### config.mk
export PLATFORM = sky130hd
export DESIGN_NAME = serint_irq_ctrl
export DESIGN_NICKNAME = d
export VERILOG_FILES = /design/src/rtl/serint_pkg.sv /design/src/rtl/serint_pend_flag.sv /design/src/rtl/serint_chan_req.sv /design/src/rtl/serint_status_map.sv /design/src/rtl/serint_irq_ctrl.sv
export SDC_FILE = /design/constraint.sdc
export NUM_CORES = 1
export LEC_CHECK = 0
export ABC_AREA = 1
export BUFFER_PORTS_ARGS = -buffer_cell sky130_fd_sc_hd__buf_2
export CORE_AREA = 2 2 39 41
export DETAILED_ROUTE_END_ITERATION = 8
export DIE_AREA = 0 0 41 43
export GPL_ROUTABILITY_DRIVEN = 0
export PLACE_DENSITY = 0.65
export SLEW_MARGIN = 0
export SYNTH_ARGS = -nofsm -noshare
export SYNTH_HDL_FRONTEND = slang
export SYNTH_HIERARCHICAL = 1
export SYNTH_SLANG_ARGS = --single-unit
### constraint.sdc
create_clock -name clk -period 0.8 [get_ports clk]
set_input_delay 0.12 -clock clk [delete_from_list [all_inputs] [get_ports clk]]
set_output_delay 0.12 -clock clk [all_outputs]
set_load 0.05 [all_outputs]
### src/rtl/serint_pkg.sv
package serint_pkg;

   localparam int STATUS_W = 8;

   // Receive-interrupt qualifier values
   typedef enum logic [1:0] {
      RXM_NONE  = 2'b00,
      RXM_FIRST = 2'b01,
      RXM_EVERY = 2'b10,
      RXM_SPEC  = 2'b11
   } rx_mode_e;

   typedef struct packed {
      logic     mie;
      logic     txe;
      rx_mode_e rxm;
      logic     brk_en;
      logic     brk;
   } chan_cfg_t;

   // Status-byte positions; channel 0 is A, channel 1 is B
   function automatic int rx_bit(input int ch);
      return (ch == 0) ? 5 : 2;
   endfunction

   function automatic int tx_bit(input int ch);
      return (ch == 0) ? 4 : 1;
   endfunction

endpackage

### src/rtl/serint_pend_flag.sv
module serint_pend_flag (
   input  logic clk,
   input  logic rst_n,
   input  logic set_i,
   input  logic clr_i,
   output logic flag_o
);

   logic flag_q;

   always_ff @(posedge clk or negedge rst_n) begin
      if (!rst_n)
         flag_q <= 1'b0;
      else if (set_i)
         flag_q <= 1'b1;
      else if (clr_i)
         flag_q <= 1'b0;
   end

   assign flag_o = flag_q;

   // set has priority over a simultaneous clear
   a_r7_set_wins : assert property (@(posedge clk) disable iff (!rst_n)
      set_i |=> flag_o);

   // a lone clear empties the flag on the next cycle
   a_r6_clear_takes : assert property (@(posedge clk) disable iff (!rst_n)
      (clr_i && !set_i) |=> !flag_o);

   // without pulses the flag keeps its value
   a_r6_flag_holds : assert property (@(posedge clk) disable iff (!rst_n)
      (!set_i && !clr_i) |=> $stable(flag_o));

endmodule

### src/rtl/serint_chan_req.sv
module serint_chan_req
   import serint_pkg::*;
(
   input  chan_cfg_t cfg_i,
   input  logic      rx_pend_i,
   input  logic      tx_pend_i,
   output logic      req_o
);

   logic rx_qual;
   logic rx_req;
   logic tx_req;
   logic brk_req;

   always_comb begin
      case (cfg_i.rxm)
         RXM_FIRST, RXM_EVERY: rx_qual = 1'b1;
         default:              rx_qual = 1'b0;
      endcase
   end

   assign rx_req  = rx_qual && rx_pend_i;
   assign tx_req  = cfg_i.txe && tx_pend_i;
   assign brk_req = cfg_i.brk_en && cfg_i.brk;
   assign req_o   = cfg_i.mie && (rx_req || tx_req || brk_req);

endmodule

### src/rtl/serint_status_map.sv
module serint_status_map
   import serint_pkg::*;
#(
   parameter int NUM_CH = 2
) (
   input  logic [NUM_CH-1:0]   rx_pend_i,
   input  logic [NUM_CH-1:0]   tx_pend_i,
   output logic [STATUS_W-1:0] status_o
);

   always_comb begin
      status_o = '0;
      for (int c = 0; c < NUM_CH; c++) begin
         status_o[rx_bit(c)] = rx_pend_i[c];
         status_o[tx_bit(c)] = tx_pend_i[c];
      end
   end

endmodule

### src/rtl/serint_irq_ctrl.sv
module serint_irq_ctrl
   import serint_pkg::*;
#(
   parameter int NUM_CH         = 2,
   parameter bit IRQ_REGISTERED = 1'b1
) (
   input  logic                  clk,
   input  logic                  rst_n,
   input  logic [NUM_CH-1:0]     rx_set_i,
   input  logic [NUM_CH-1:0]     rx_clr_i,
   input  logic [NUM_CH-1:0]     tx_set_i,
   input  logic [NUM_CH-1:0]     tx_clr_i,
   input  logic [NUM_CH-1:0]     mie_i,
   input  logic [NUM_CH-1:0]     txe_i,
   input  logic [2*NUM_CH-1:0]   rx_mode_i,
   input  logic [NUM_CH-1:0]     brk_en_i,
   input  logic [NUM_CH-1:0]     brk_stat_i,
   output logic [STATUS_W-1:0]   pend_status_o,
   output logic                  irq_o
);

   localparam int MODE_W = 2;

   if (NUM_CH != 2) begin : g_bad_ch
      $error("serint_irq_ctrl: the status byte layout holds exactly two channels");
   end

   logic [NUM_CH-1:0] rx_pend;
   logic [NUM_CH-1:0] tx_pend;
   logic [NUM_CH-1:0] chan_req;
   logic              any_req;

   for (genvar c = 0; c < NUM_CH; c++) begin : g_chan
      chan_cfg_t cfg;

      assign cfg.mie    = mie_i[c];
      assign cfg.txe    = txe_i[c];
      assign cfg.rxm    = rx_mode_e'(rx_mode_i[c*MODE_W +: MODE_W]);
      assign cfg.brk_en = brk_en_i[c];
      assign cfg.brk    = brk_stat_i[c];

      serint_pend_flag u_rx_flag (
         .clk    (clk),
         .rst_n  (rst_n),
         .set_i  (rx_set_i[c]),
         .clr_i  (rx_clr_i[c]),
         .flag_o (rx_pend[c])
      );

      serint_pend_flag u_tx_flag (
         .clk    (clk),
         .rst_n  (rst_n),
         .set_i  (tx_set_i[c]),
         .clr_i  (tx_clr_i[c]),
         .flag_o (tx_pend[c])
      );

      serint_chan_req u_req (
         .cfg_i     (cfg),
         .rx_pend_i (rx_pend[c]),
         .tx_pend_i (tx_pend[c]),
         .req_o     (chan_req[c])
      );
   end

   serint_status_map #(.NUM_CH(NUM_CH)) u_status (
      .rx_pend_i (rx_pend),
      .tx_pend_i (tx_pend),
      .status_o  (pend_status_o)
   );

   assign any_req = |chan_req;

   if (IRQ_REGISTERED) begin : g_irq_reg
      logic irq_q;

      always_ff @(posedge clk or negedge rst_n) begin
         if (!rst_n)
            irq_q <= 1'b0;
         else
            irq_q <= any_req;
      end

      assign irq_o = irq_q;

      // no master enable anywhere -> line low one cycle later
      a_r1_master_gate : assert property (@(posedge clk) disable iff (!rst_n)
         (mie_i == '0) |=> !irq_o);

      // any channel request shows on the line one cycle later
      a_r8_irq_rises : assert property (@(posedge clk) disable iff (!rst_n)
         (|chan_req) |=> irq_o);

      // no request -> line drops one cycle later
      a_r8_irq_falls : assert property (@(posedge clk) disable iff (!rst_n)
         !(|chan_req) |=> !irq_o);
   end else begin : g_irq_comb
      assign irq_o = any_req;
   end

   // without any pulse the status byte is unchanged
   a_r6_status_stable : assert property (@(posedge clk) disable iff (!rst_n)
      (rx_set_i == '0 && rx_clr_i == '0 && tx_set_i == '0 && tx_clr_i == '0)
      |=> $stable(pend_status_o));

endmodule

==> results of run 1 <==
==> power groups by stage <==
stage               clock network (mW)  logic (mW)  registers, mW
detailed placement                   0       0.253          0.288
CTS                              0.315       0.299          0.288
finish                           0.294       0.297          0.289
global placement                     0       0.249          0.287
floorplan                            0       0.186          0.307
global route                     0.343       0.326          0.290
==> synthesized netlist by cell type <==
| master | number | area share (%) |
|---|---|---|
| buf_4 | 8 | 17 |
| inv_1 | 18 | 19 |
| a21oi_2 | 2 | 4.9 |
| nand2_1 | 23 | 24 |
| dfrtp_1 | 5 | 35 |
| conb_1 | 1 | 1.0 |
==> kinds of logic after synthesis <==
family	count (synthesis)	share of synthesized area, %
flip-flops	5	34.7
AND/OR/NAND/NOR	23	24.0
AO/OA/AOI/OAI	2	4.86
other	1	1.04
buffers and inverters	26	35.4
==> sequential cells by signal, summed over array words and instances (netlist names) <==
name / count
g_chan.u_rx_flag/flag_o: 2
g_chan.u_tx_flag/flag_o: 2
irq_o: 1
==> layer usage <==
metal  track usage [%]  wire length (um)  part of all wire [%]
met3              3.14                72                    10
met2              15.0               349                    49
met4              8.00                 0                     0
met5                 0                 0                     0
met1              11.1               285                    40
==> timing repair <==
action,CTS,global route
hold endpoints to repair,5,0
pin swaps,4,1
resized for setup,13,1
buffers inserted,2,0
setup endpoints to repair,6,6
hold buffers,1,0
==> stage by stage <==
stage	hold WS [ns]	setup TNS (ns)	instance area [um2]	setup WS [ns]	instances
2_1_floorplan	-0.176	0	372	0.0447	60
3_3_place_gp	-0.0511	0	462	0.00440	94
3_5_place_dp	-0.0475	-0.00611	462	-0.00611	94
4_1_cts	0.0487	-0.628	553	-0.141	101
5_1_grt	0.0637	-0.795	557	-0.159	101
6_report	0.0576	-0.572	557	-0.132	101
==> cell type report <==
cell class / instances / area, um2 / area share (%)
clock buffer: 4 / 26.3 / 4.72
timing repair buffer: 29 / 194 / 34.8
inverter: 18 / 67.6 / 12.1
multi-input combinational: 29 / 124 / 22.2
tap: 16 / 20.0 / 3.60
sequential: 5 / 125 / 22.5
==> final timing paths <==
path,slack (ns),end,cells after the start,start
max in group asynchronous,0.43,g_chan[1].u_rx_flag/flag_o,2,rst_n
worst min register to register,0.52,g_chan[1].u_tx_flag/flag_o,2,g_chan[1].u_tx_flag/flag_o
worst max-delay path,-0.13,pend_status_o[4],1,g_chan[0].u_tx_flag/flag_o
worst max register to register,-0.02,irq_o,6,g_chan[0].u_tx_flag/flag_o
worst min-delay path,0.06,g_chan[0].u_rx_flag/flag_o,3,rx_set_i[0]
min in group asynchronous,0.22,g_chan[0].u_rx_flag/flag_o,2,rst_n
==> metrics.yaml, run 1 <==
floorplanning:
  core_um2: 1380
  initial_core_util_pct: 26.0
  dieArea_um2: 1760
  dieHeight_um: 43
  core.rowCount: 14
  io_pins: 31
  die_width_um: 41
pwr:
  total_power_uw: 880
  p_sw_share_pct: 34.2
  p_sw_uw: 301
  power.density_nw_per_um2: 1580
  power.share.sequential_pct: 32.8
  combPwrFrac_pct: 33.8
  power_frac_clock_pct: 33.4
  internal_power_uw: 579
  p_leak_nw: 0.374
  ir_drop_mv: 0.706
place:
  dp_hpwl_um: 599
  io_buffers: 26
clock_network:
  clk_latency_ns: 0.24
  cts_root_buf: "clkbuf_4"
  cts_max_level: 1
  cts.clk_slew.worst_paths_ns: 0.05
  clock_path_buffers: 2
  cts_buffers: 3
  cts_sinks: 5
  cts_tree: "built"
sta:
  worst_slack_ns: -0.132
  setup_viol: 6
  max_freq_ghz: 1.07
  fin_crit_sh_pct: 117
  final_max_slew_viol_count: 0
  rsz0062_at_grt: "yes"
  fin_skew_ns: 0.00502
  finalCriticalPeriod_ns: 0.932
  hold_violations: 0
synth:
  synth_area_um2: 360
  yosysUniqueCellTypes: 6
  avgSynthCellArea_um2: 6.32
  synthCells: 57
  ys_seq_area_share_pct: 34.7
  ys_ff_latch: 5
  yosys_warnings: 6
routing:
  drcViolationCount: 0
  wl_um: 707
  first_pass_iters: 4
  via_per_inst: 3.53
  drt-initial-drc-count: 3
  via_count: 357
  wl_per_cell_um: 7.00
  postRouteAntennaNets: 0
critical_path:
  cp-end-kind: "output port"
  path_cells: "buf_6"
  setup.worst_path.start_class: "flop"
  critPathRequiredTime_ns: 0.68
  crit_path_max_incr_delay_ns: 0.40
  critPathTopFamily: "flip-flops"
  cp_data_arrival_time_ns: 0.81
  crit_buf_inv: 1
  cp_slowest_cell: "dfrtp_1"
  cp_max_fo: 3
  worstSetupPathType: "reg2out"
global_route:
  grt_max_degree: 6
  antenna_found_initial: 0
  grt_pass1_vias: 323
  grt-ovfl-total: 0
  track_usage_pct: 10.1
  grt_pass1_wl_mm: 1.15
cells_and_area:
  fin_util_pct: 40.2
  synthToLayoutAreaGrowth_pct: 54.5
  final_cell_mix: "nand2_1 (21), buf_2 (21), inv_1 (18)"
  fillCellCount: 151
  drive_gt1_share_pct: 41.2
  antenna_cells: 0
  fin_nets: 108
min_path:
  hold_path_class: "in2reg"
run_status:
  status: "complete, but fails checks"
  violations: "setup timing"
run:
  cap_viol_max_count: 0
(Power assumes the default switching activity.)
==> run 2, diff against run 1 <==
Settings changed: PLACE_DENSITY 0.65 to 0.62.
Clock period 0.8 ns to 1.1 ns, I/O delays scaled along.
==> run 2 against run 1 <==
- the run now ends clean
- register-to-register slack gained 0.31 ns
- final cell count shrank 2.0%
- clock power shrank 27%
- combinational power shrank 38%
- worst hold slack gained 0.048 ns
- critical endpoint is now pend_status_o[1]
- highest routed layer unchanged
==> metrics.yaml, run 2 (synthesized netlist as in run 1, its figures left out) <==
floorplanning:
  initial_core_util_pct: 26.0
  die_width_um: 41
  dieArea_um2: 1760
  core_um2: 1380
  io_pins: 31
  dieHeight_um: 43
  core.rowCount: 14
sta:
  rsz0062_at_grt: "no"
  setup_tns_ns: 0
  fin_skew_ns: 0.00209
  final_max_slew_viol_count: 0
  setup_viol: 0
  max_freq_ghz: 0.960
  fin_crit_sh_pct: 94.7
  hold_violations: 0
  worst_hold_slack_ns: 0.105
  finalCriticalPeriod_ns: 1.04
global_route:
  grt-ovfl-total: 0
  track_usage_pct: 8.17
  grt_pass1_vias: 280
  grt_pass1_wl_um: 931
  antenna_found_initial: 0
  grt_max_degree: 6
cells_and_area:
  antenna_cells: 0
  final_cell_mix: "buf_2 (26), nand2_1 (23), inv_1 (18)"
  drive_gt1_share_pct: 37.3
  fin_nets: 106
  synthToLayoutAreaGrowth_pct: 38.2
  mostFrequentLayoutCell: "buf_2"
  fin_util_pct: 36.0
  stdcell_count: 99
critical_path:
  cp-end-kind: "output port"
  cp_data_arrival_time_ns: 0.88
  r2r.worst_path.cells: 6
  setup.worst_path.start_class: "flop"
  cp_max_fo: 3
  critPathRequiredTime_ns: 0.94
  crit_path_max_incr_delay_ns: 0.36
  cp_slowest_cell: "dfrtp_1"
  worstSetupPathType: "reg2out"
  path_cells: "buf_2"
  crit_buf_inv: 1
  critPathTopFamily: "flip-flops"
  crit_cells: 1
routing:
  drt-initial-drc-count: 7
  drcViolationCount: 0
  via_per_inst: 3.70
  postRouteAntennaNets: 0
  wl_um: 637
  first_pass_iters: 4
  via_count: 366
  wl_per_cell_um: 6.43
pwr:
  total_power_uw: 607
  p_leak_nw: 0.349
  power.density_nw_per_um2: 1220
  ir_drop_mv: 0.583
place:
  post-place-cells: 94
  io_buffers: 26
  dp_hpwl_um: 552
min_path:
  hold_path_class: "in2reg"
  min_path_cells: 3
clock_network:
  cts_sinks: 5
  clk_latency_ns: 0.24
  cts_tree: "built"
  clock_path_buffers: 2
  cts.clk_slew.worst_paths_ns: 0.05
  cts.repair.resized: 0
  cts_root_buf: "clkbuf_4"
  cts_buffers: 3
  cts_max_level: 1
run_status:
  status: "completed"
run:
  cap_viol_max_count: 0
-- run 2: cell types whose count changed in the layout (fill, tap and decap cells not counted), sizes merged --
| cell | delta |
|---|---|
| buf | -2 |
-- run 2: power breakdown --
group	leakage (nW)	internal (mW)	switching [mW]
registers	0.0545	0.199	0.00742
logic	0.279	0.0580	0.127
clock network	0.0150	0.137	0.0784
total	0.349	0.394	0.213
-- run 2: per-layer routing --
| layer | global-route usage [%] | routed length, um | vias to the layer above |
|---|---|---|---|
| met3 | 3.14 | 68 | 0 |
| met5 | 0 | 0 | - |
| met4 | 6.00 | 0 | 0 |
| met1 | 8.14 | 254 | 150 |
| li1 | - | - | 197 |
| met2 | 12.8 | 314 | 19 |
-- run 2: area by class of cell --
cell class	instances	area [um2]
fill	168	886
timing repair buffer	27	140
sequential	5	125
multi-input combinational	29	119
inverter	18	67.6
clock buffer	4	26.3
tap	16	20.0
-- run 2: worst paths after layout --
| path | from | slack (ns) | endpoint |
|---|---|---|---|
| max | g_chan[1].u_tx_flag/flag_o | 0.06 | pend_status_o[1] |
| min | rx_set_i[1] | 0.11 | g_chan[1].u_rx_flag/flag_o |
| max reg2reg | g_chan[1].u_tx_flag/flag_o | 0.29 | irq_o |
| min reg2reg | g_chan[0].u_tx_flag/flag_o | 0.48 | g_chan[0].u_tx_flag/flag_o |
| max in group asynchronous | rst_n | 0.69 | g_chan[0].u_rx_flag/flag_o |
| min in group asynchronous | rst_n | 0.27 | g_chan[1].u_tx_flag/flag_o |
-- run 2: through the flow --
stage	worst slack (ns)	area, um2
global route	0.0195	498
detailed placement	0.290	462
global placement	0.297	462
floorplan	0.345	372
finish	0.0588	498
CTS	0.0507	498
-- run 2: what timing repair did --
| item | in CTS | in global routing |
|---|---|---|
| hold endpoints to repair | 5 | 0 |
| hold buffers | 1 | 0 |
| setup buffers | 0 | 0 |
